File: src/rtl/ext_area_pkg.sv
package ext_area_pkg;
   localparam int DATA_W = 16;

   typedef enum logic [2:0] {
      ST_IDLE,
      ST_T1,
      ST_T2,
      ST_TW,
      ST_T3,
      ST_GAP
   } bus_state_t;
endpackage

File: src/rtl/ext_area_decode.sv
module ext_area_decode #(
   parameter int ADDR_W    = 24,
   parameter int N_AREA    = 8,
   parameter int SMALL_LSB = 17,
   parameter int BIG_LSB   = 21,
   localparam int AREA_W   = $clog2(N_AREA),
   localparam int SMALL_TOP = SMALL_LSB + AREA_W
) (
   input  logic [ADDR_W-1:0] addr,
   input  logic              mode_big,
   output logic [AREA_W-1:0] area,
   output logic [ADDR_W-1:0] eff_addr
);
   assign area = mode_big ? addr[BIG_LSB +: AREA_W] : addr[SMALL_LSB +: AREA_W];

   // bits above the small-space window exist only in the large mode
   for (genvar b = 0; b < ADDR_W; b++) begin : g_bit
      if (b < SMALL_TOP) begin : g_keep
         assign eff_addr[b] = addr[b];
      end else begin : g_mask
         assign eff_addr[b] = addr[b] & mode_big;
      end
   end
endmodule

File: src/rtl/ext_area_lanes.sv
module ext_area_lanes
   import ext_area_pkg::*;
(
   input  logic              bus16,
   input  logic              word,
   input  logic              phase,
   input  logic              addr0,
   input  logic [DATA_W-1:0] wdata,
   input  logic [DATA_W-1:0] data_in,
   input  logic [DATA_W-1:0] rcur,
   output logic [DATA_W-1:0] dout,
   output logic              hi_en,
   output logic              lo_en,
   output logic [DATA_W-1:0] rnext
);
   always_comb begin
      hi_en = 1'b1;
      lo_en = 1'b0;
      dout  = {wdata[7:0], 8'h00};
      rnext = {8'h00, data_in[15:8]};
      if (bus16) begin
         if (word) begin
            lo_en = 1'b1;
            dout  = wdata;
            rnext = data_in;
         end else if (addr0) begin
            hi_en = 1'b0;
            lo_en = 1'b1;
            dout  = {8'h00, wdata[7:0]};
            rnext = {8'h00, data_in[7:0]};
         end
      end else if (word) begin
         if (!phase) begin
            dout  = {wdata[15:8], 8'h00};
            rnext = {data_in[15:8], rcur[7:0]};
         end else begin
            rnext = {rcur[15:8], data_in[15:8]};
         end
      end
   end
endmodule

File: src/rtl/ext_area_seq.sv
module ext_area_seq
   import ext_area_pkg::*;
#(
   parameter int ADDR_W = 24,
   parameter int N_AREA = 8,
   parameter int WAIT_W = 2,
   localparam int AREA_W = $clog2(N_AREA)
) (
   input  logic                     clk,
   input  logic                     rst_n,
   input  logic                     req_valid,
   input  logic                     req_write,
   input  logic                     req_word,
   input  logic [ADDR_W-1:0]        eff_addr,
   input  logic [AREA_W-1:0]        area,
   input  logic [DATA_W-1:0]        req_wdata,
   input  logic [N_AREA-1:0]        cfg_bus16,
   input  logic [N_AREA-1:0]        cfg_three,
   input  logic [N_AREA*WAIT_W-1:0] cfg_waits,
   input  logic                     wait_n,
   output bus_state_t               st,
   output logic [AREA_W-1:0]        a_area,
   output logic                     a_write,
   output logic                     a_word,
   output logic                     a_bus16,
   output logic                     phase,
   output logic [DATA_W-1:0]        a_wdata,
   output logic [ADDR_W-1:0]        bus_addr,
   output logic                     ack,
   output logic                     capture
);
   logic [ADDR_W-1:0] a_addr;
   logic              a_three;
   logic [WAIT_W-1:0] a_waits;
   logic [WAIT_W-1:0] wleft;
   logic              a_split;

   assign a_split  = a_word && !a_bus16;
   assign capture  = (st == ST_T2 && !a_three) || (st == ST_T3);
   assign bus_addr = {a_addr[ADDR_W-1:1], a_word ? phase : a_addr[0]};

   always_ff @(posedge clk or negedge rst_n) begin
      if (!rst_n) begin
         st      <= ST_IDLE;
         a_area  <= '0;
         a_write <= 1'b0;
         a_word  <= 1'b0;
         a_bus16 <= 1'b0;
         a_three <= 1'b0;
         a_waits <= '0;
         a_addr  <= '0;
         a_wdata <= '0;
         wleft   <= '0;
         phase   <= 1'b0;
         ack     <= 1'b0;
      end else begin
         ack <= 1'b0;
         if (capture) begin
            if (a_split && !phase) begin
               phase <= 1'b1;
               st    <= ST_GAP;
            end else begin
               st  <= ST_IDLE;
               ack <= 1'b1;
            end
         end else begin
            case (st)
               ST_IDLE: if (req_valid && !ack) begin
                  a_area  <= area;
                  a_write <= req_write;
                  a_word  <= req_word;
                  a_addr  <= eff_addr;
                  a_wdata <= req_wdata;
                  a_bus16 <= cfg_bus16[area];
                  a_three <= cfg_three[area];
                  a_waits <= cfg_waits[area*WAIT_W +: WAIT_W];
                  phase   <= 1'b0;
                  st      <= ST_T1;
               end
               ST_T1: st <= ST_T2;
               ST_T2: begin
                  // only three-state areas reach here without capture
                  if (a_waits != '0) begin
                     wleft <= a_waits - WAIT_W'(1);
                     st    <= ST_TW;
                  end else if (!wait_n) begin
                     wleft <= '0;
                     st    <= ST_TW;
                  end else begin
                     st <= ST_T3;
                  end
               end
               ST_TW: begin
                  if (wleft != '0) wleft <= wleft - WAIT_W'(1);
                  else if (wait_n) st <= ST_T3;
               end
               ST_GAP: st <= ST_T1;
               default: st <= ST_IDLE;
            endcase
         end
      end
   end
endmodule

File: src/rtl/ext_area_bus.sv
module ext_area_bus
   import ext_area_pkg::*;
#(
   parameter int ADDR_W    = 24,
   parameter int N_AREA    = 8,
   parameter int WAIT_W    = 2,
   parameter int SMALL_LSB = 17,
   parameter int BIG_LSB   = 21,
   localparam int AREA_W   = $clog2(N_AREA)
) (
   input  logic                     clk,
   input  logic                     rst_n,
   input  logic                     mode_big,
   input  logic [N_AREA-1:0]        cfg_bus16,
   input  logic [N_AREA-1:0]        cfg_three,
   input  logic [N_AREA*WAIT_W-1:0] cfg_waits,
   input  logic                     req_valid,
   input  logic                     req_write,
   input  logic                     req_word,
   input  logic [ADDR_W-1:0]        req_addr,
   input  logic [DATA_W-1:0]        req_wdata,
   output logic                     req_ack,
   output logic [DATA_W-1:0]        req_rdata,
   output logic [ADDR_W-1:0]        bus_addr,
   output logic [N_AREA-1:0]        cs_n,
   output logic                     rd_n,
   output logic                     wr_hi_n,
   output logic                     wr_lo_n,
   output logic [DATA_W-1:0]        data_out,
   output logic                     data_oe,
   input  logic [DATA_W-1:0]        data_in,
   input  logic                     wait_n
);
   if (N_AREA < 2 || (N_AREA & (N_AREA - 1)) != 0) begin : g_bad_area
      $error("N_AREA must be a power of two of at least 2");
   end
   if (SMALL_LSB >= BIG_LSB || BIG_LSB + AREA_W > ADDR_W) begin : g_bad_span
      $error("area windows do not fit the address width");
   end
   if (WAIT_W < 1) begin : g_bad_wait
      $error("WAIT_W must be at least 1");
   end

   logic [AREA_W-1:0] area, a_area;
   logic [ADDR_W-1:0] eff_addr;
   bus_state_t        st;
   logic              a_write, a_word, a_bus16, phase, capture, active;
   logic              hi_en, lo_en;
   logic [DATA_W-1:0] a_wdata, rnext, rdata_q;

   ext_area_decode #(
      .ADDR_W(ADDR_W), .N_AREA(N_AREA), .SMALL_LSB(SMALL_LSB), .BIG_LSB(BIG_LSB)
   ) u_dec (
      .addr(req_addr), .mode_big(mode_big), .area(area), .eff_addr(eff_addr)
   );

   ext_area_seq #(.ADDR_W(ADDR_W), .N_AREA(N_AREA), .WAIT_W(WAIT_W)) u_seq (
      .clk(clk), .rst_n(rst_n), .req_valid(req_valid), .req_write(req_write),
      .req_word(req_word), .eff_addr(eff_addr), .area(area), .req_wdata(req_wdata),
      .cfg_bus16(cfg_bus16), .cfg_three(cfg_three), .cfg_waits(cfg_waits),
      .wait_n(wait_n), .st(st), .a_area(a_area), .a_write(a_write), .a_word(a_word),
      .a_bus16(a_bus16), .phase(phase), .a_wdata(a_wdata), .bus_addr(bus_addr),
      .ack(req_ack), .capture(capture)
   );

   ext_area_lanes u_lanes (
      .bus16(a_bus16), .word(a_word), .phase(phase), .addr0(bus_addr[0]),
      .wdata(a_wdata), .data_in(data_in), .rcur(rdata_q), .dout(data_out),
      .hi_en(hi_en), .lo_en(lo_en), .rnext(rnext)
   );

   always_ff @(posedge clk or negedge rst_n) begin
      if (!rst_n) rdata_q <= '0;
      else if (capture && !a_write) rdata_q <= rnext;
   end

   assign req_rdata = rdata_q;
   assign active    = (st == ST_T1) || (st == ST_T2) || (st == ST_TW) || (st == ST_T3);

   for (genvar i = 0; i < N_AREA; i++) begin : g_cs
      assign cs_n[i] = !(active && a_area == AREA_W'(i));
   end

   assign rd_n    = !(active && !a_write);
   assign wr_hi_n = !(active && a_write && st != ST_T1 && hi_en);
   assign wr_lo_n = !(active && a_write && st != ST_T1 && lo_en);
   assign data_oe = active && a_write;
endmodule

File: config.mk
export PLATFORM = sky130hd
export DESIGN_NAME = ext_area_bus
export DESIGN_NICKNAME = d
export VERILOG_FILES = /design/src/rtl/ext_area_pkg.sv /design/src/rtl/ext_area_decode.sv /design/src/rtl/ext_area_lanes.sv /design/src/rtl/ext_area_seq.sv /design/src/rtl/ext_area_bus.sv
export SDC_FILE = /design/constraint.sdc
export NUM_CORES = 1
export LEC_CHECK = 0
export ABC_AREA = 1
export ABC_CLOCK_PERIOD_IN_PS = 2350
export BUFFER_PORTS_ARGS = -buffer_cell sky130_fd_sc_hd__buf_4
export CORE_ASPECT_RATIO = 0.8
export CORE_MARGIN = 1
export CORE_UTILIZATION = 50
export CTS_BUF_LIST = sky130_fd_sc_hd__clkbuf_4 sky130_fd_sc_hd__clkbuf_8 sky130_fd_sc_hd__clkbuf_16
export DETAILED_ROUTE_END_ITERATION = 10
export PLACE_DENSITY = 0.78
export SLEW_MARGIN = 25
export SYNTH_ARGS = -nofsm -noshare
export SYNTH_HDL_FRONTEND = slang
export SYNTH_HIERARCHICAL = 1
export SYNTH_SLANG_ARGS = --single-unit
File: constraint.sdc
create_clock -name clk -period 2.35 [get_ports clk]
set_input_delay 0.235 -clock clk [delete_from_list [all_inputs] [get_ports clk]]
set_output_delay 0.235 -clock clk [all_outputs]
set_load 0.01 [all_outputs]
### Word level (Yosys, flattened, before mapping)

Index checks and enable logic that the tools add are counted.

| storage, ports and cells | value |
|---|---|
| bits in registers | 72 |
| bits in latches | 0 |
| RAM bits | 0 |
| bits in read-only memories | 0 |
| input bits | 95 |
| output and inout port bits | 69 |
| word-level logic and storage cells | 135 |
| memories | 0 |

| operators by class | value |
|---|---|
| add/sub/neg operators | 2 |
| $mul | 0 |
| divide/modulo/power cells | 0 |
| magnitude comparators | 1 |
| equality and inequality tests | 21 |
| shifts and indexed selects | 1 |
| mux-type cells | 40 |
| bitwise operators | 5 |
| reductions and logical operators | 51 |

Operators by type and width:

| operator | number |
|---|---|
| 2-to-1 mux 16 bit | 9 |
| 2-to-1 mux 3 bit | 8 |
| == test 3 bit (second input constant) | 6 |
| logical AND 1 bit | 18 |
| zero test 1 bit | 16 |
| variable part select 16 x 5 -> 2 bit | 1 |
| 2-to-1 mux 1 bit | 15 |
| case mux 3 bit (5 select lines) | 1 |
| == test 3 x 2 -> 1 bit (second input constant) | 4 |
| != test 3 bit (second input constant) | 4 |
| nonzero test 2 bit | 5 |
| AND reduction 3 bit | 3 |
| 2-to-1 mux 8 bit | 1 |
| binary-select mux 1 bit (select 3 bit) | 2 |
| == test 3 x 1 -> 1 bit (second input constant) | 2 |
| zero test 3 bit | 2 |
| 2-to-1 mux 2 bit | 3 |
| != test 3 x 2 -> 1 bit (second input constant) | 2 |
| AND 1 bit | 4 |
| logical OR 1 bit | 4 |
| less-than comparator 3 x 4 -> 1 bit (second input constant) | 1 |
| != test 2 x 1 -> 1 bit (second input constant) | 2 |
| case mux 2 bit (2 select lines) | 1 |
| AND reduction 2 bit | 2 |
| 4 further kinds | 5 |

### Depth between registers and ports, before layout

| logic depth | value |
|---|---|
| depth in word-level cells | 8 |
| gate-level depth with buffers | 10 |
| gate-level depth less buffers | 10 |

### By module

The synthesis kept the hierarchy.

Modules (own cells, without submodules):

| module | times used | cells an instance | area an instance (um^2) | seq. area each (um^2) |
|---|---|---|---|---|
| ext_area_seq | 1 | 352 | 2735.1 | 1401.3 |
| ext_area_lanes | 1 | 214 | 958.4 | 0.0 |
| ext_area_bus | 1 | 92 | 770.7 | 400.4 |
| ext_area_decode | 1 | 35 | 206.4 | 0.0 |

### Least setup slack after synthesis

No wires, ideal clock.

| timing | value |
|---|---|
| kind | register to output |
| from | register u_seq.phase |
| to | output wr_lo_n |
| arrival | 1.792 ns |
| data required time | 2.115 ns |
| slack | 0.323 ns |
| cell stages (with the launch flop) | 8 |
| cell sequence | dfrtp_1 > inv_1 > o21ai_0 > inv_2 > nand2_2 > nand2_4 > inv_1 > nand4_1 |

| on the way | value |
|---|---|
| word-level cells in the longest chain between the ends | 6 |

Ends and longest elaborated chain:

| item | line | text |
|---|---|---|
| start: declaration | ext_area_seq.sv:26 | `output logic phase,` |
| start signal: assignment | ext_area_seq.sv:54 | `phase <= 1'b0;` |
| start signal: assignment | ext_area_seq.sv:60 | `phase <= 1'b1;` |
| start signal: assignment | ext_area_seq.sv:77 | `phase <= 1'b0;` |
| 2-to-1 mux 1 bit | ext_area_seq.sv:40 | `assign bus_addr = {a_addr[ADDR_W-1:1], a_word ? phase : a_addr[0]};` |
| net bus_addr[0] | ext_area_bus.sv:24 | `output logic [ADDR_W-1:0] bus_addr,` |
| 2-to-1 mux 1 bit | ext_area_lanes.sv:26 | `end else if (addr0) begin` |
| 2-to-1 mux 1 bit | ext_area_lanes.sv:22 | `if (word) begin` |
| 2-to-1 mux 1 bit | ext_area_lanes.sv:21 | `if (bus16) begin` |
| net lo_en | ext_area_bus.sv:48 | `logic hi_en, lo_en;` |
| logical AND 1 bit | ext_area_bus.sv:86 | `assign wr_lo_n = !(active && a_write && st != ST_T1 && lo_en);` |
| zero test 1 bit | ext_area_bus.sv:86 |  |
| end: declaration | ext_area_bus.sv:28 | `output logic wr_lo_n,` |

The timed path passes the listed nets, and every way through them passes these cells.

### Worst setup path after layout

| timing | value |
|---|---|
| from | register u_seq.phase |
| to | output wr_lo_n |

| on the way | value |
|---|---|
| word-level cells in the longest chain between the ends | 6 |

Ends and longest elaborated chain:

| item | line |
|---|---|
| 2-to-1 mux 1 bit | ext_area_seq.sv:40 |
| 2-to-1 mux 1 bit | ext_area_lanes.sv:26 |
| 2-to-1 mux 1 bit | ext_area_lanes.sv:22 |
| 2-to-1 mux 1 bit | ext_area_lanes.sv:21 |
| net lo_en | ext_area_bus.sv:48 |
| logical AND 1 bit | ext_area_bus.sv:86 |
| zero test 1 bit | ext_area_bus.sv:86 |

The timed path passes the listed nets, and every way through them passes these cells.

==> results.md <==
- Leakage: 0.00338 uW
- Gr ovfl total: 0
- Postcts setup bufs: 0
- Hold Violations, Final: 0
- Syn nets: 789
- Final Instance Count excl. Fillers: 923
- Vias: 4733
- Final-stage net count: 899
- CTS max path bufs: 2
- Worst vdd ir: 0.661 mV
- Total CTS buffers: 9
- Drc violations: 0
- YS warnings: 6
- Async set or reset register ratio after synthesis: 100%
- CTS H-tree lvls: 3
- Post-synth EDFFs: 0
- Fmax: 0.471 GHz
- Largest net degree at the start of global routing: 73
- Outcome: finished clean
- Critical Path Start Type: register
- # rows: 31
- Slew HR: 37.9%
- Cts repair resizes: 0
- Post-layout min period: 2.12 ns
- Placed wire-length estimate: 8700 um
- GP Congestion: 0.869
- RSZ-0062 raised after global routing: false
- CP Max Fanout: 9
- Period utilization: 90.3%
- Synthesized instance count: 693
- Most common cell after layout, fill and taps aside: nand2_1
- WP data arrival: 1.89 ns
- R2R Setup Slk: 0.61 ns
- Cell Area, Synth: 4670 um2
- Post-place setup slack: 0.595 ns
- Initial antenna violation count: 0
- Layout cells sized above 1: 25.2%
- Register area: 1800 um2
- Reg-to-reg critical path startpoint: u_seq/st[2]
- Final setup vio count: 0
- Setup ws final: 0.227 ns
- Filler cells: 835
- Worst-path clk slew: 0.06 ns
- Setup TNS: 0 ns
- Vias in the first global route: 4211
- Slew Limit Fails: 0
- Utilization after layout: 64.3%
- N_diodes: 0
- CTS tree: done
- Post-DR wirelength/cell: 13.4 um
- IO buf count: 163
- Die Wd: 110 um
- Routed vias/inst: 5.13
- Die Ht: 88.4 um
- Synthesized flop and latch total: 72
- Core area: 9080 um2
- CP endpoint kind: output port
- Final Skew: 0.00470 ns
- Tightest Pin Transition: 0.931 ns
- CTS Sinks: 72
- Max_cap viols: 0
- Hold_ws: 0.0383 ns
- Post-synthesis sequential area ratio: 38.6%
- Clock latency at the later pin of the worst-skew pair: 0.33 ns
- Pwr dens: 1320 nW/um2
- Initial Utilization: 51.5%
- First-pass GRT wire length: 19600 um
- DR iter-0 viols: 466
- WS Path Type: register to output port
- Most frequent cells in the layout: 284 x nand2_1, 170 x buf_4, 72 x dfrtp_1
- Total track usage: 25.9%
- Hold Path Class: input port to async pin
- Post-Place Cells: 907
- Detail Route Antenna Nets: 0
- Footprint of the multi-input gates: 2040 um2
- Area grow syn2layout: 24.9%
- Ys flop type: dfrtp_1
- Clk root buf: clkbuf_16
- Ports: 164
- Mean area per synthesized cell: 6.74 um2
- Req. time, crit path: 2.12 ns
- Hold_buf cts: 0
- Die ar.: 9730 um2
- Worst Setup SP: u_seq/phase
- Synth cell types: 30
- Final wirelength: 12400 um
- Pre-Repair DR Iteration Count: 7
kinds of logic (layout without fill, tap and decap cells):
group | Yosys count | in the layout | synth area share, %
AO/OA/AOI/OAI | 42 | 42 | 4.71
buffers and inverters | 145 | 260 | 17.7
adder cells (fa/ha/maj) | 1 | 1 | 0.268
AND/OR/NAND/NOR | 433 | 433 | 38.8
flip-flops | 72 | 72 | 38.6
metrics by stage:
step                power, uW  area (um2)
detailed placement       6360        5550
global placement         6220        5550
CTS                      7690        5830
floorplan                5200        4670
global route             8340        5830
finish                   7690        5830
synth_stat cells (2+ instances only):
master | instances | area [um2]
o22ai_1 | 2 | 12.5
a21oi_1 | 3 | 15.0
inv_2 | 4 | 15.0
nand2_1 | 284 | 1070
buf_6 | 6 | 67.6
buf_2 | 6 | 30.0
inv_4 | 2 | 12.5
nor2_2 | 2 | 12.5
o21ai_1 | 5 | 25.0
nand3_2 | 2 | 20.0
buf_4 | 55 | 413
inv_1 | 67 | 251
o21ai_0 | 30 | 150
nand4_1 | 11 | 68.8
nand3_1 | 70 | 350
dfrtp_1 | 72 | 1800
nor2_1 | 56 | 210
nand2_4 | 4 | 45.0
worst max-delay path, stage by stage, from the launching register on:
cell,delay [ns]
dfrtp_1,0.43
inv_1,0.09
o21ai_0,0.16
buf_4,0.18
inv_2,0.04
nand2_2,0.17
nand2_4,0.14
inv_1,0.09
nand4_1,0.08
buf_4,0.17
layer usage:
| layer | global-route usage, % | vias to the layer above | routed length [um] | share of wire [%] |
|---|---|---|---|---|
| li1 | - | 2316 | - | - |
| met1 | 32.5 | 2143 | 5120 | 41 |
| met2 | 44.5 | 256 | 5900 | 48 |
| met3 | 7.07 | 18 | 1220 | 9.8 |
| met4 | 5.94 | 0 | 154 | 1.2 |
| met5 | 0 | - | 0 | 0 |
layout make-up:
type	instances	area share, %
sequential	72	30.9
timing repair buffer	170	21.9
tap	115	2.47
inverter	74	4.87
clock buffer	12	4.35
multi-input combinational	476	35.0
clock inverter	4	0.493
final timing paths:
path,endpoint,cells past startpoint
max in group asynchronous,u_seq/a_wdata[11],1
worst max register to register,u_seq/a_word,5
worst min-delay path,u_seq/a_wdata[0],1
worst max-delay path,wr_lo_n,9
worst min register to register,u_seq/a_addr[10],2
min in group clk,u_seq/a_addr[6],3
state kept, by name (all words and copies together), names as in the netlist, 2 cells and up:
| signal | cells |
|---|---|
| req_rdata | 16 |
| u_seq/a_addr | 24 |
| u_seq/a_area | 3 |
| u_seq/a_waits | 2 |
| u_seq/a_wdata | 16 |
| u_seq/st | 3 |
| u_seq/wleft | 2 |
where the power goes:
part           switching (uW)  internal [uW]
Sequential                475           1810
Combinational            2460           1660
Clock                     524            769
Power figures use the tool's default switching activity.
